==> config.mk <==
export PLATFORM = sky130hd
export DESIGN_NAME = lsu_lane_align
export DESIGN_NICKNAME = d
export VERILOG_FILES = /design/src/rtl/lsu_lane_pkg.sv /design/src/rtl/lsu_lane_ctrl.sv /design/src/rtl/lsu_lane_dp.sv /design/src/rtl/lsu_lane_align.sv
export SDC_FILE = /design/constraint.sdc
export NUM_CORES = 1
export LEC_CHECK = 0
export BUFFER_PORTS_ARGS = -buffer_cell sky130_fd_sc_hd__buf_4
export CAP_MARGIN = 20
export CORE_UTILIZATION = 30
export DETAILED_ROUTE_END_ITERATION = 6
export GPL_ROUTABILITY_DRIVEN = 0
export PLACE_DENSITY_LB_ADDON = 0.15
export SYNTH_ARGS = -nofsm -noshare
export SYNTH_HDL_FRONTEND = slang
export SYNTH_SLANG_ARGS = --single-unit
==> constraint.sdc <==
create_clock -name vclk -period 1.9
set_input_delay 0.285 -clock vclk [all_inputs]
set_output_delay 0.285 -clock vclk [all_outputs]
set_load 0.01 [all_outputs]
==> src/rtl/lsu_lane_pkg.sv <==
package lsu_lane_pkg;
  typedef enum logic [2:0] {
    SZ_BYTE = 3'd0,
    SZ_HALF = 3'd1,
    SZ_WORD = 3'd2
  } accessSize_e;

  // strobes from control to datapath; a select is only raised for a legal aligned access
  typedef struct packed {
    logic selByte;
    logic selHalf;
    logic selWord;
    logic doWrite;
    logic doLoad;
  } laneCtrl_t;
endpackage

==> src/rtl/lsu_lane_ctrl.sv <==
module lsu_lane_ctrl
  import lsu_lane_pkg::*;
#(
  parameter int OFF_W = 2
) (
  input  logic [2:0]       sizeCode,
  input  logic [OFF_W-1:0] offset,
  input  logic             loadStrobe,
  input  logic             storeStrobe,
  output laneCtrl_t        ctrl
);
  logic halfAligned;
  logic wordAligned;

  assign halfAligned = (offset[0] == 1'b0);
  assign wordAligned = (offset == '0);

  always_comb begin
    ctrl = '0;
    unique case (sizeCode)
      SZ_BYTE: ctrl.selByte = 1'b1;
      SZ_HALF: ctrl.selHalf = halfAligned;
      SZ_WORD: ctrl.selWord = wordAligned;
      default: ;
    endcase
    ctrl.doWrite = storeStrobe;
    ctrl.doLoad  = loadStrobe;
  end
endmodule

==> src/rtl/lsu_lane_dp.sv <==
module lsu_lane_dp
  import lsu_lane_pkg::*;
#(
  parameter int DATA_W = 32,
  parameter int LANES  = DATA_W / 8,
  parameter int OFF_W  = $clog2(LANES)
) (
  input  laneCtrl_t         ctrl,
  input  logic [OFF_W-1:0]  offset,
  input  logic [DATA_W-1:0] storeData,
  input  logic [DATA_W-1:0] readWord,
  output logic [DATA_W-1:0] writeData,
  output logic [LANES-1:0]  writeMask,
  output logic [DATA_W-1:0] loadResult
);
  localparam int HALF_W = 16;

  logic anySel;
  assign anySel = ctrl.selByte | ctrl.selHalf | ctrl.selWord;

  for (genvar i = 0; i < LANES; i++) begin : g_lane
    logic laneHit;
    assign laneHit = (ctrl.selByte && offset == OFF_W'(i)) ||
                     (ctrl.selHalf && offset[OFF_W-1:1] == (OFF_W-1)'(i / 2)) ||
                     ctrl.selWord;
    assign writeMask[i] = ctrl.doWrite & laneHit;

    always_comb begin
      if (ctrl.selByte)      writeData[8*i +: 8] = storeData[7:0];
      else if (ctrl.selHalf) writeData[8*i +: 8] = storeData[8*(i%2) +: 8];
      else                   writeData[8*i +: 8] = storeData[8*i +: 8];
    end
  end

  logic [7:0]        pickedByte;
  logic [HALF_W-1:0] pickedHalf;

  assign pickedByte = readWord[{offset, 3'b000} +: 8];
  assign pickedHalf = readWord[{offset[OFF_W-1:1], 4'b0000} +: HALF_W];

  always_comb begin
    loadResult = '0;
    if (ctrl.doLoad && anySel) begin
      if (ctrl.selByte)      loadResult = {{(DATA_W-8){pickedByte[7]}}, pickedByte};
      else if (ctrl.selHalf) loadResult = {{(DATA_W-HALF_W){pickedHalf[HALF_W-1]}}, pickedHalf};
      else                   loadResult = readWord;
    end
  end
endmodule

==> src/rtl/lsu_lane_align.sv <==
module lsu_lane_align
  import lsu_lane_pkg::*;
#(
  parameter int DATA_W = 32,
  parameter int MEM_AW = 16,
  localparam int LANES = DATA_W / 8,
  localparam int OFF_W = $clog2(LANES)
) (
  input  logic [MEM_AW-1:0]       byteAddr,
  input  logic [2:0]              sizeCode,
  input  logic                    loadStrobe,
  input  logic                    storeStrobe,
  input  logic [DATA_W-1:0]       storeData,
  input  logic [DATA_W-1:0]       memReadWord,
  output logic [MEM_AW-OFF_W-1:0] memWordAddr,
  output logic [DATA_W-1:0]       memWriteData,
  output logic [LANES-1:0]        memWriteMask,
  output logic [DATA_W-1:0]       loadResult
);
  laneCtrl_t        ctrl;
  logic [OFF_W-1:0] offset;

  assign offset      = byteAddr[OFF_W-1:0];
  assign memWordAddr = byteAddr[MEM_AW-1:OFF_W];

  lsu_lane_ctrl #(.OFF_W(OFF_W)) u_ctrl (
    .sizeCode    (sizeCode),
    .offset      (offset),
    .loadStrobe  (loadStrobe),
    .storeStrobe (storeStrobe),
    .ctrl        (ctrl)
  );

  lsu_lane_dp #(.DATA_W(DATA_W), .LANES(LANES), .OFF_W(OFF_W)) u_dp (
    .ctrl       (ctrl),
    .offset     (offset),
    .storeData  (storeData),
    .readWord   (memReadWord),
    .writeData  (memWriteData),
    .writeMask  (memWriteMask),
    .loadResult (loadResult)
  );
endmodule

## Word level (Yosys, flattened, before mapping)

Index checks and enable logic that the tools add are counted.

| word-level totals | value |
|---|---|
| register bits | 0 |
| bits of input ports | 85 |
| word-level logic and storage cells | 43 |

| cells by class | value |
|---|---|
| shifts and indexed selects | 2 |
| reduce and logical (&&, ||, !) cells | 17 |
| equal/unequal tests | 5 |
| multiplexer cells | 11 |
| bitwise gates (word level) | 8 |

Operators by type and width:

| cell | count |
|---|---|
| 2-to-1 mux 32 bit | 3 |
| 2-to-1 mux 8 bit | 5 |
| variable part select 32 x 6 -> 16 bit | 1 |
| variable part select 32 x 6 -> 8 bit | 1 |
| logical OR 1 bit | 8 |
| logical AND 1 bit | 7 |
| AND 1 bit | 4 |
| equality test 2 bit, second input constant | 2 |
| equality test 3 x 1 -> 1 bit, second input constant | 1 |
| equality test 3 x 2 -> 1 bit, second input constant | 1 |
| zero test 3 bit | 1 |
| 2-to-1 mux 1 bit | 3 |
| equality test 2 x 1 -> 1 bit, second input constant | 1 |
| zero test 2 bit | 1 |
| NOT 1 bit | 2 |
| bitwise OR 1 bit | 2 |

## Logic depth before layout (Yosys ltp)

Gate-level depths: netlist (run 1).

| depth | value |
|---|---|
| word-level depth | 6 |
| mapped depth | 5 |
| mapped depth without buffers | 3 |

## By module

From an unflattened synthesis (run 1), not the netlist that was laid out.

| second synthesis, totals | value |
|---|---|
| cell total of the unflattened synthesis | 197 |
| area total of the unflattened synthesis | 1,435.1 µm² |

Modules (own cells, without submodules):

| module | area an instance (µm²) | cells each | instances | seq. area each (µm²) |
|---|---|---|---|---|
| lsu_lane_dp | 1,276.2 | 177 | 1 | 0.0 |
| lsu_lane_align | 105.1 | 14 | 1 | 0.0 |
| lsu_lane_ctrl | 53.8 | 6 | 1 | 0.0 |

## Worst setup path after synthesis (run 1)

OpenSTA, ideal clock, no wires.

| path | value |
|---|---|
| kind | in2out |
| start | input port byteAddr[0] |
| end | output port loadResult[0] |
| arrival time | 1.847 ns |
| data required time | 1.615 ns |
| cell stages on the path | 4 |
| path slack | -0.232 ns |
| buffers on the path | 1 |
| cell sequence | or4b_1 -> clkbuf_1 -> or2_4 -> a2111oi_0 |

| between the ends | value |
|---|---|
| longest elaborated chain between the ends | 6 |
| elaborated cells on any way between the ends | 11 |
| those cells by class | 1 x shift; 5 x mux; 3 x bitwise; 2 x reduce/logical |

Ends and longest elaborated chain:

| item | RTL line | RTL |
|---|---|---|
| from (decl) | lsu_lane_align.sv:9 | `input logic [MEM_AW-1:0] byteAddr,` |
| parallel branches: the longest is 5 deep, another holds variable part select 32 x 6 -> 8 bit | -- |  |
| 2-to-1 mux 32 bit (*) | lsu_lane_dp.sv:43 | `if (ctrl.doLoad && anySel) begin` |
| to (decl) | lsu_lane_align.sv:18 | `output logic [DATA_W-1:0] loadResult` |

Mark *: on every way between the ends.

## Worst setup path after layout (run 1)

| path | value |
|---|---|
| start | input port sizeCode[2] |
| end | output port loadResult[6] |

| between the ends | value |
|---|---|
| longest elaborated chain between the ends | 6 |
| elaborated cells on any way between the ends | 12 |
| those cells by class | 2 x eq/ne; 6 x mux; 2 x bitwise; 2 x reduce/logical |

Ends and longest elaborated chain:

| item | RTL line | RTL |
|---|---|---|
| from (decl) | lsu_lane_align.sv:10 | `input logic [2:0] sizeCode,` |
| equality test 3 x 1 -> 1 bit / zero test 3 bit (equally long branches) | lsu_lane_ctrl.sv:20 | `unique case (sizeCode)` |
| 2-to-1 mux 1 bit | lsu_lane_ctrl.sv:20 |  |
| bitwise OR 1 bit (2 in a row) | lsu_lane_dp.sv:19 | `assign anySel = ctrl.selByte \| ctrl.selHalf \| ctrl.selWord;` |
| logical AND 1 bit | lsu_lane_dp.sv:43 |  |
| 2-to-1 mux 32 bit (*) | lsu_lane_dp.sv:43 |  |

Every way passes the cells marked *; elsewhere a longest branch is shown, timed or not.

==> results of run 1 <==
==> logic make-up (layout without fill, tap and decap cells) <==
logic type / Yosys count / in the layout
XOR/XNOR: 1 / 1
multiplexers: 32 / 32
buffers and inverters: 47 / 206
AND/OR/NAND/NOR: 87 / 87
AO/OA/AOI/OAI: 55 / 55
==> path summary, 6_finish.rpt <==
| check | from | endpoint | slack (ps) | cells past startpoint |
|---|---|---|---|---|
| max | sizeCode[2] | loadResult[6] | -370 | 7 |
| min | byteAddr[2] | memWordAddr[0] | 570 | 0 |
==> per-layer routing <==
metal / vias up / wire length (um) / GRT usage, %
met5: - / 0 / 0
met4: 0 / 176 / 2.56
met3: 20 / 492 / 1.51
met2: 118 / 4470 / 49.5
met1: 1193 / 3290 / 33.3
li1: 1140 / - / -
==> per-stage QoR <==
stage	hold WS, ps	TNS [ps]	setup slack (ps)	cell area (um^2)
finish	570	-10740	-367	3740
global placement	570	-10750	-403	2970
detailed placement	570	-11630	-483	2970
floorplan	662	-1260	-128	1660
CTS	570	-10350	-416	3290
global route	570	-12200	-382	3740
==> power by group <==
group / switching, mW / internal (mW)
sequential: 0 / 0
combinational: 0.365 / 0.430
clock: 0 / 0
total: 0.365 / 0.430
==> placed cells by master (no fill, tap or decap), types with 3 or more instances in the layout <==
master | Yosys | layout
a2111oi_4 | 2 | 13
a22o_1 | 7 | 7
buf_12 | 0 | 10
buf_4 | 23 | 155
buf_6 | 1 | 30
buf_8 | 0 | 4
mux2_4 | 0 | 8
mux2i_1 | 22 | 22
nand2_1 | 24 | 24
nand2b_1 | 3 | 3
nor2_1 | 17 | 17
nor3_1 | 33 | 11
nor3_2 | 0 | 9
nor3_4 | 0 | 13
o21ai_1 | 0 | 9
o22ai_1 | 17 | 6
o22ai_2 | 0 | 9
==> repair_timing <==
| action | in CTS | in global routing |
|---|---|---|
| gates resized for setup | 40 | 80 |
| setup buffers | 10 | 5 |
| gates cloned | 3 | 3 |
| setup endpoints to repair | 48 | 58 |
| hold buffers | 0 | 0 |
| pin swaps | 7 | 20 |
==> cell type report <==
type               instances  area share [%]
inverters                  1           0.100
well taps                 67            2.24
repair buffers           205            50.4
multi-input cells        175            47.3
==> results.md, run 1 <==
- Nets in the synthesized netlist: 307
- Kind of start point of the critical path: input pin
- Post-synthesis mux area share: 22.5%
- Relative slew slack: 46.9%
- DRC marker count from the first detailed-route iteration: 82
- Power consumption: 0.796 mW
- Largest delay share family, worst path: simple AND/OR/NAND/NOR gates
- Syn Area/Cell: 6.88 um^2
- Fraction of the mapped netlist area in adder cells: 0%
- Total placed cells including tap cells: 427
- Number of buffers added on ports: 139
- Setup violators final: 48
- Master of the slowest instance on the critical path: or4b_4
- Antenna violations before repair: 0
- Layout clock buffers: 0
- XOR/XNOR share of the synthesized area: 0.573%
- Max VDD drop: 0.134 mV
- Count of sequential standard cells: 0
- Worst Hold Class: input pin to output port
- Wire length of the first global-routing pass: 11300 um
- Synthesized-area fraction occupied by and/or/nand/nor cells: 27.1%
- Number of nets still failing antenna checks after routing: 0
- Top cell type's share of synthesized area: 14.4%
- Area taken by multi-input logic gates: 1770 um^2
- DRC violation count after routing: 0
- DR WL/cell: 18.8 um
- Proportion of layout cells with a drive suffix above 1: 71.7%
- Complex-gate fraction of the synthesized area: 31.5%
- Sequential area share after synthesis: 0%
- Unrepaired setup endpoints after global routing: yes
- Leading cell types by count after synthesis: nor3_1, nand2_1, buf_4
- Worst setup EP type: output port
- Final count of hold timing violations: 0
- Number of warnings issued by yosys: 0
- Number of placement rows: 25
- Most frequently used cell type in the post-synthesis netlist: nor3_1
- Starting density of the core: 31.7%
- GRT Resource Usage Total: 26.1%
- GRT overflow: 0
- Via count: 2471
- Final worst setup slack: -367 ps
- Netlist area before placement: 1530 um^2
- Data arrival at the endpoint of the critical path: 1980 ps
- Tcrit/Tclk final: 119%
- Via-per-instance ratio: 5.52
- Ports: 167
- N_diodes: 0
- Fraction of the core area covered by cells at the end of the flow: 77.6%
- Y dimension of the die: 73.4 um
- Core area: 4820 um^2
- Max-slew violation count: 0
- Cell count after synthesis: 222
- Buffering stage count on the worst path with inverters included: 4
- Maximum capacitance violations: 0
- Number of unique standard cell types used by synthesis: 34
- Biggest area consumer among synthesized cells: mux2i_1
- Run status: finished, violations left
- Horizontal extent of the die: 73.4 um
- Max frequency: 441 MHz
- Fillcell total: 346
- Crit-path max cell delay: 510 ps
- Category of the most critical setup path: input pin to output port
- Register cell area after layout: 0 um^2
- Detailed placement HPWL: 5420 um
- Total wirelength of the detailed-routed design: 8430 um
- Layout Cells excl Fill: 448
- Cell-by-cell listing of the critical path: buf_8, buf_6, or4b_4, or2_4, buf_12, a2111oi_4, buf_4
- Largest net degree at the start of global routing: 21
- Signed area change from the synthesized netlist to the final layout: 145%
- Detailed-router iteration count before antenna repair: 4
- Cells taking the most area after synthesis: mux2i_1, buf_4, nor3_1
- Die footprint: 5380 um^2
- Violated checks: negative setup slack
- Pleak: 1.68 nW
- Final worst path period need: 2270 ps
- Maximum fanout encountered on the critical timing path: 8
- Number of global-route vias before repair: 2310
- Number of nets in the layout: 468
- Data required time at the worst endpoint: 1620 ps
- Combinational family with the most area after synthesis: compound AO/OA/AOI/OAI gates
- Areal power density over the cells: 213 nW/um^2
- Worst slew pin tran: 794 ps
No activity file was read; power rests on OpenSTA's default activity.
==> run 2, diff against run 1 <==
--- a/config.mk
+++ b/config.mk
@@ -10,6 +10,7 @@
 export CORE_UTILIZATION = 30
 export DETAILED_ROUTE_END_ITERATION = 6
 export GPL_ROUTABILITY_DRIVEN = 0
+export GPL_TIMING_DRIVEN = 0
 export PLACE_DENSITY_LB_ADDON = 0.15
 export SYNTH_ARGS = -nofsm -noshare
 export SYNTH_HDL_FRONTEND = slang
==> run 2 against run 1 <==
Net effect:
- the flow still finishes with violations (negative setup slack)
- routed wire length is 9.3% lower
- utilization fell by 5.9 points
- via count hardly changed
- non-clock buffer count increased by 12
- cell area shrank 7.7%
- cell count rose by 2.7%
- sequential share of layout area did not move
- global-route usage up 0.70 points
- clock-buffer cell count is the same
- maximum frequency is 3.7% higher
- setup slack better by 81 ps
- critical path type unchanged
- largest power group unchanged
==> results.md, run 2 (synthesized netlist as in run 1, its figures left out) <==
- Tcrit/Tclk final: 115% (-4.3 points)
- Violated checks: negative setup slack
- Y dimension of the die: 73.4 um (unchanged)
- Kind of start point of the critical path: input pin
- Met3 routed wirelength: 653 um (+33%)
- Fraction of the core area covered by cells at the end of the flow: 71.7% (-5.9 points)
- GRT overflow: 0 (unchanged)
- Via count: 2469 (-0.081%)
- Maximum capacitance violations: 0 (unchanged)
- Core area: 4820 um^2 (unchanged)
- Max-slew violation count: 0 (unchanged)
- Largest delay share family, worst path: simple AND/OR/NAND/NOR gates
- Detailed-router iteration count before antenna repair: 4 (unchanged)
- Area of all placed cells without fillers: 3450 um^2 (-7.7%)
- Number of nets in the layout: 480 (+2.6%)
- Wire length of the first global-routing pass: 11500 um (+1.9%)
- N_diodes: 0 (unchanged)
- Register cell area after layout: 0 um^2 (unchanged)
- Max VDD drop: 0.139 mV (+3.6%)
- Max frequency: 458 MHz (+3.7%)
- Placement-stage cell area: 2900 um^2 (-2.3%)
- Number of global-route vias before repair: 2339 (+1.3%)
- DR WL/cell: 16.6 um (-12%)
- Data required time at the worst endpoint: 1620 ps (about the same)
- Pleak: 1.61 nW (-4.4%)
- Crit-path max cell delay: 540 ps (+30 ps)
- Count of sequential standard cells: 0 (unchanged)
- Data arrival at the endpoint of the critical path: 1900 ps (-80 ps)
- Layout clock buffers: 0 (unchanged)
- Die footprint: 5380 um^2 (unchanged)
- Signed area change from the synthesized netlist to the final layout: 126%
- Cell-by-cell listing of the critical path: buf_8, or4b_4, or2_4, buf_6, a2111oi_4, buf_4
- Post-Place Worst Slack: -522 ps (-39.0 ps)
- Ports: 167 (unchanged)
- Worst slew pin tran: 550 ps (-243 ps)
- Antenna violations before repair: 0 (unchanged)
- Number of hold buffers added after CTS: 0 (unchanged)
- Largest net degree at the start of global routing: 11 (-48%)
- Met2 routed wirelength: 3990 um (-11%)
- Area taken by multi-input logic gates: 1590 um^2 (-9.9%)
- Number of placement rows: 25 (unchanged)
- Master of the slowest instance on the critical path: or4b_4
- Horizontal extent of the die: 73.4 um (unchanged)
- Number of nets still failing antenna checks after routing: 0 (unchanged)
- Run status: finished, violations left
- Setup violators final: 39 (-19%)
- Final count of hold timing violations: 0 (unchanged)
- Top Metal Used: met4
- Areal power density over the cells: 212 nW/um^2 (-0.60%)
- Met1 WL: 2930 um (-11%)
- Proportion of layout cells with a drive suffix above 1: 67.4% (-4.2 points)
- Most frequent standard cell in the layout excluding fill and tap cells: buf_4
- Relative slew slack: 63.2% (+16 points)
- Number of buffers added on ports: 153 (+10%)
- Final worst path period need: 2190 ps (-81.4 ps)
- Total wirelength of the detailed-routed design: 7640 um (-9.3%)
- Buffering stage count on the worst path with inverters included: 3 (-1)
- Maximum fanout encountered on the critical timing path: 6 (-2)
- DRC violation count after routing: 0 (unchanged)
- Category of the most critical setup path: input pin to output port
- Via-per-instance ratio: 5.37 (-2.7%)
- Starting density of the core: 31.7% (unchanged)
- Unrepaired setup endpoints after global routing: yes
- Fillcell total: 409 (+18%)
- Commonest cells after routing, fill and taps aside: buf_4, nand2_1, mux2i_1, nor3_1
- DRC marker count from the first detailed-route iteration: 154 (+88%)
- Final worst setup slack: -285 ps (+81.4 ps)
- GRT Resource Usage Total: 26.8% (+0.70 points)
- Detailed placement HPWL: 5560 um (+2.6%)
- Worst Hold Class: input pin to output port
- Worst setup EP type: output port
run 2: cell types whose count changed in the layout (fill, tap and decap cells not counted), sizes merged:
cell,change
buf,+7
clkbuf,+6
bufbuf,-1
run 2: power breakdown:
part	internal, mW	switching (mW)	leakage, nW
Clock	0	0	0
Sequential	0	0	0
Combinational	0.396	0.335	1.61
run 2: metal layers:
| layer | up-vias | GRT usage [%] |
|---|---|---|
| li1 | 1164 | - |
| met1 | 1162 | 34.1 |
| met2 | 135 | 49.1 |
| met3 | 8 | 3.02 |
| met4 | 0 | 4.27 |
| met5 | - | 0 |
run 2: through the flow:
stage / total power [mW] / hold WS (ps) / instances / TNS (ps)
after global routing: 0.775 / 749 / 460 / -7120
after CTS: 0.688 / 747 / 452 / -5140
final: 0.730 / 746 / 460 / -4890
after detailed placement: 0.627 / 747 / 443 / -19430
after global placement: 0.617 / 746 / 442 / -18580
after floorplan: 0.311 / 662 / 222 / -1260
run 2: path summary, 6_finish.rpt:
path | to | start | depth (start not counted)
max | loadResult[4] | sizeCode[1] | 6
min | memWordAddr[9] | byteAddr[11] | 2
run 2: area by class of cell:
| class | count | share of cell area, % |
|---|---|---|
| Buffer | 44 | 12.2 |
| Inverter | 1 | 0.109 |
| Multi-Input combinational cell | 175 | 46.1 |
| Tap cell | 67 | 2.43 |
| Timing Repair Buffer | 173 | 39.2 |
run 2: repair_timing:
item | 4_1_cts | 5_1_grt
resized for setup | 73 | 28
pin swaps | 9 | 5
gates cloned | 2 | 1
setup endpoints to repair | 58 | 48
buffers inserted | 9 | 7
==> run 3, diff against run 2 <==
==> constraint.sdc (replaced) <==
create_clock -name vclk -period 2.23
set_input_delay 0.3345 -clock vclk [all_inputs]
set_output_delay 0.3345 -clock vclk [all_outputs]
set_load 0.01 [all_outputs]
==> run 3 against run 2 <==
Net effect:
- the run still ends with negative setup slack left
- cell area is 8.0% lower
- cell count is 2.0% lower
- combinational power fell by 21%
- die area stayed put
- critical path depth did not move
- clock-buffer cell count unchanged
- routed wire length down 2.9%
==> results.md, run 3 (synthesized netlist as in run 1, its figures left out) <==
- DRC violation count after routing: 0 (unchanged)
- Number of buffers added on ports: 153 (unchanged)
- Max-slew violation count: 0 (unchanged)
- Layout Cells excl Fill: 451 (-2.0%)
- Proportion of layout cells with a drive suffix above 1: 64.3% (-3.1 points)
- Horizontal extent of the die: 73.4 um (unchanged)
- Worst setup EP type: output port
- Max VDD drop: 0.113 mV (-19%)
- Run status: finished, violations left
- Signed area change from the synthesized netlist to the final layout: 108%
- Commonest cells after routing, fill and taps aside: buf_4, nand2_1, mux2i_1, nor3_1
- Wire length of the first global-routing pass: 11100 um (-3.8%)
- Final count of hold timing violations: 0 (unchanged)
- Core area: 4820 um^2 (unchanged)
- Starting density of the core: 31.7% (unchanged)
- Max frequency: 439 MHz
- Fillcell total: 465 (+14%)
- Maximum capacitance violations: 0 (unchanged)
- Number of global-route vias before repair: 2265 (-3.2%)
- N_diodes: 0 (unchanged)
- Worst Hold Class: input pin to output port
- Unrepaired setup endpoints after global routing: yes
- Number of nets in the layout: 471 (-1.9%)
- Detailed placement HPWL: 5490 um (-1.3%)
- Number of nets still failing antenna checks after routing: 0 (unchanged)
- Final worst path period need: 2280 ps
- Y dimension of the die: 73.4 um (unchanged)
- Category of the most critical setup path: input pin to output port
- Pleak: 1.50 nW (-6.8%)
- Number of placement rows: 25 (unchanged)
- Largest net degree at the start of global routing: 11 (unchanged)
- Areal power density over the cells: 181 nW/um^2 (-14%)
- Violated checks: negative setup slack
- Kind of start point of the critical path: input pin
- DRC marker count from the first detailed-route iteration: 150 (-2.6%)
- Maximum fanout encountered on the critical timing path: 7 (+1)
- Data required time at the worst endpoint: 1900 ps (+280 ps)
- Power consumption: 0.576 mW (-21%)
- Die footprint: 5380 um^2 (unchanged)
- Via count: 2410 (-2.4%)
- Worst slew pin tran: 559 ps (+8.79 ps)
- Register cell area after layout: 0 um^2 (unchanged)
- Relative slew slack: 62.4% (-0.77 points)
- Data arrival at the endpoint of the critical path: 1940 ps (+40 ps)
- Tcrit/Tclk final: 102%
- GRT Resource Usage Total: 25.9% (-0.92 points)
- Most frequent standard cell in the layout excluding fill and tap cells: buf_4
- DR WL/cell: 16.5 um (-0.97%)
- Ports: 167 (unchanged)
- Setup violators final: 9 (-77%)
- Final worst setup slack: -46.4 ps (+239 ps)
- Count of sequential standard cells: 0 (unchanged)
- Total wirelength of the detailed-routed design: 7420 um (-2.9%)
- Total placed cells including tap cells: 443 (unchanged)
- Via-per-instance ratio: 5.34 (-0.44%)
- Detailed-router iteration count before antenna repair: 4 (unchanged)
- GRT overflow: 0 (unchanged)
- Antenna violations before repair: 0 (unchanged)
- Layout clock buffers: 0 (unchanged)
## run 3: final cells by class
type,instances,area [um^2],area share [%]
multi-input cells,175,1490,47.0
repair buffers,166,1290,40.7
plain buffers,42,303,9.54
well taps,67,83.8,2.64
inverters,1,3.75,0.118
## run 3: where the power goes
| part | switching [mW] | internal, mW | leakage [nW] | total, mW |
|---|---|---|---|---|
| Clock | 0 | 0 | 0 | 0 |
| Sequential | 0 | 0 | 0 | 0 |
| Combinational | 0.267 | 0.308 | 1.50 | 0.576 |
## run 3: what timing repair did
item / CTS / global route
hold buffers: 0 / 0
buffers inserted: 10 / 0
endpoints found under the setup margin: 43 / 37
gates cloned: 2 / 0
gates resized for setup: 38 / 31
pin swaps: 6 / 2
## run 3: final timing paths
kind	depth (start not counted)	slack, ps	endpoint	start
worst max-delay path	6	-50	loadResult[12]	sizeCode[1]
worst min-delay path	2	850	memWordAddr[4]	byteAddr[6]
## run 3: worst max-delay path: stages
cell and delay [ps]:
buf_8 100, or4b_4 530, or2_4 310, buf_16 170, a2111oi_4 320, buf_4 170
## run 3: metal layers
metal | global-route usage, % | share of wire, %
met1 | 32.3 | 40
met2 | 47.4 | 52
met3 | 2.33 | 6.1
met4 | 6.62 | 2.3
met5 | 0 | 0
## run 3: metrics by stage
step / setup slack [ps] / setup TNS [ps] / hold WS [ps] / utilization, % / cell area, um^2
2_1_floorplan: -0.577 / -2.88 / 761 / - / 1530
4_1_cts: -56.1 / -335 / 846 / 63.8 / 3070
3_5_place_dp: -411 / -8990 / 846 / 57.5 / 2770
5_1_grt: -90.3 / -912 / 849 / 65.9 / 3180
3_3_place_gp: -410 / -8800 / 845 / 57.3 / 2760
6_report: -46.4 / -198 / 845 / 65.9 / 3180
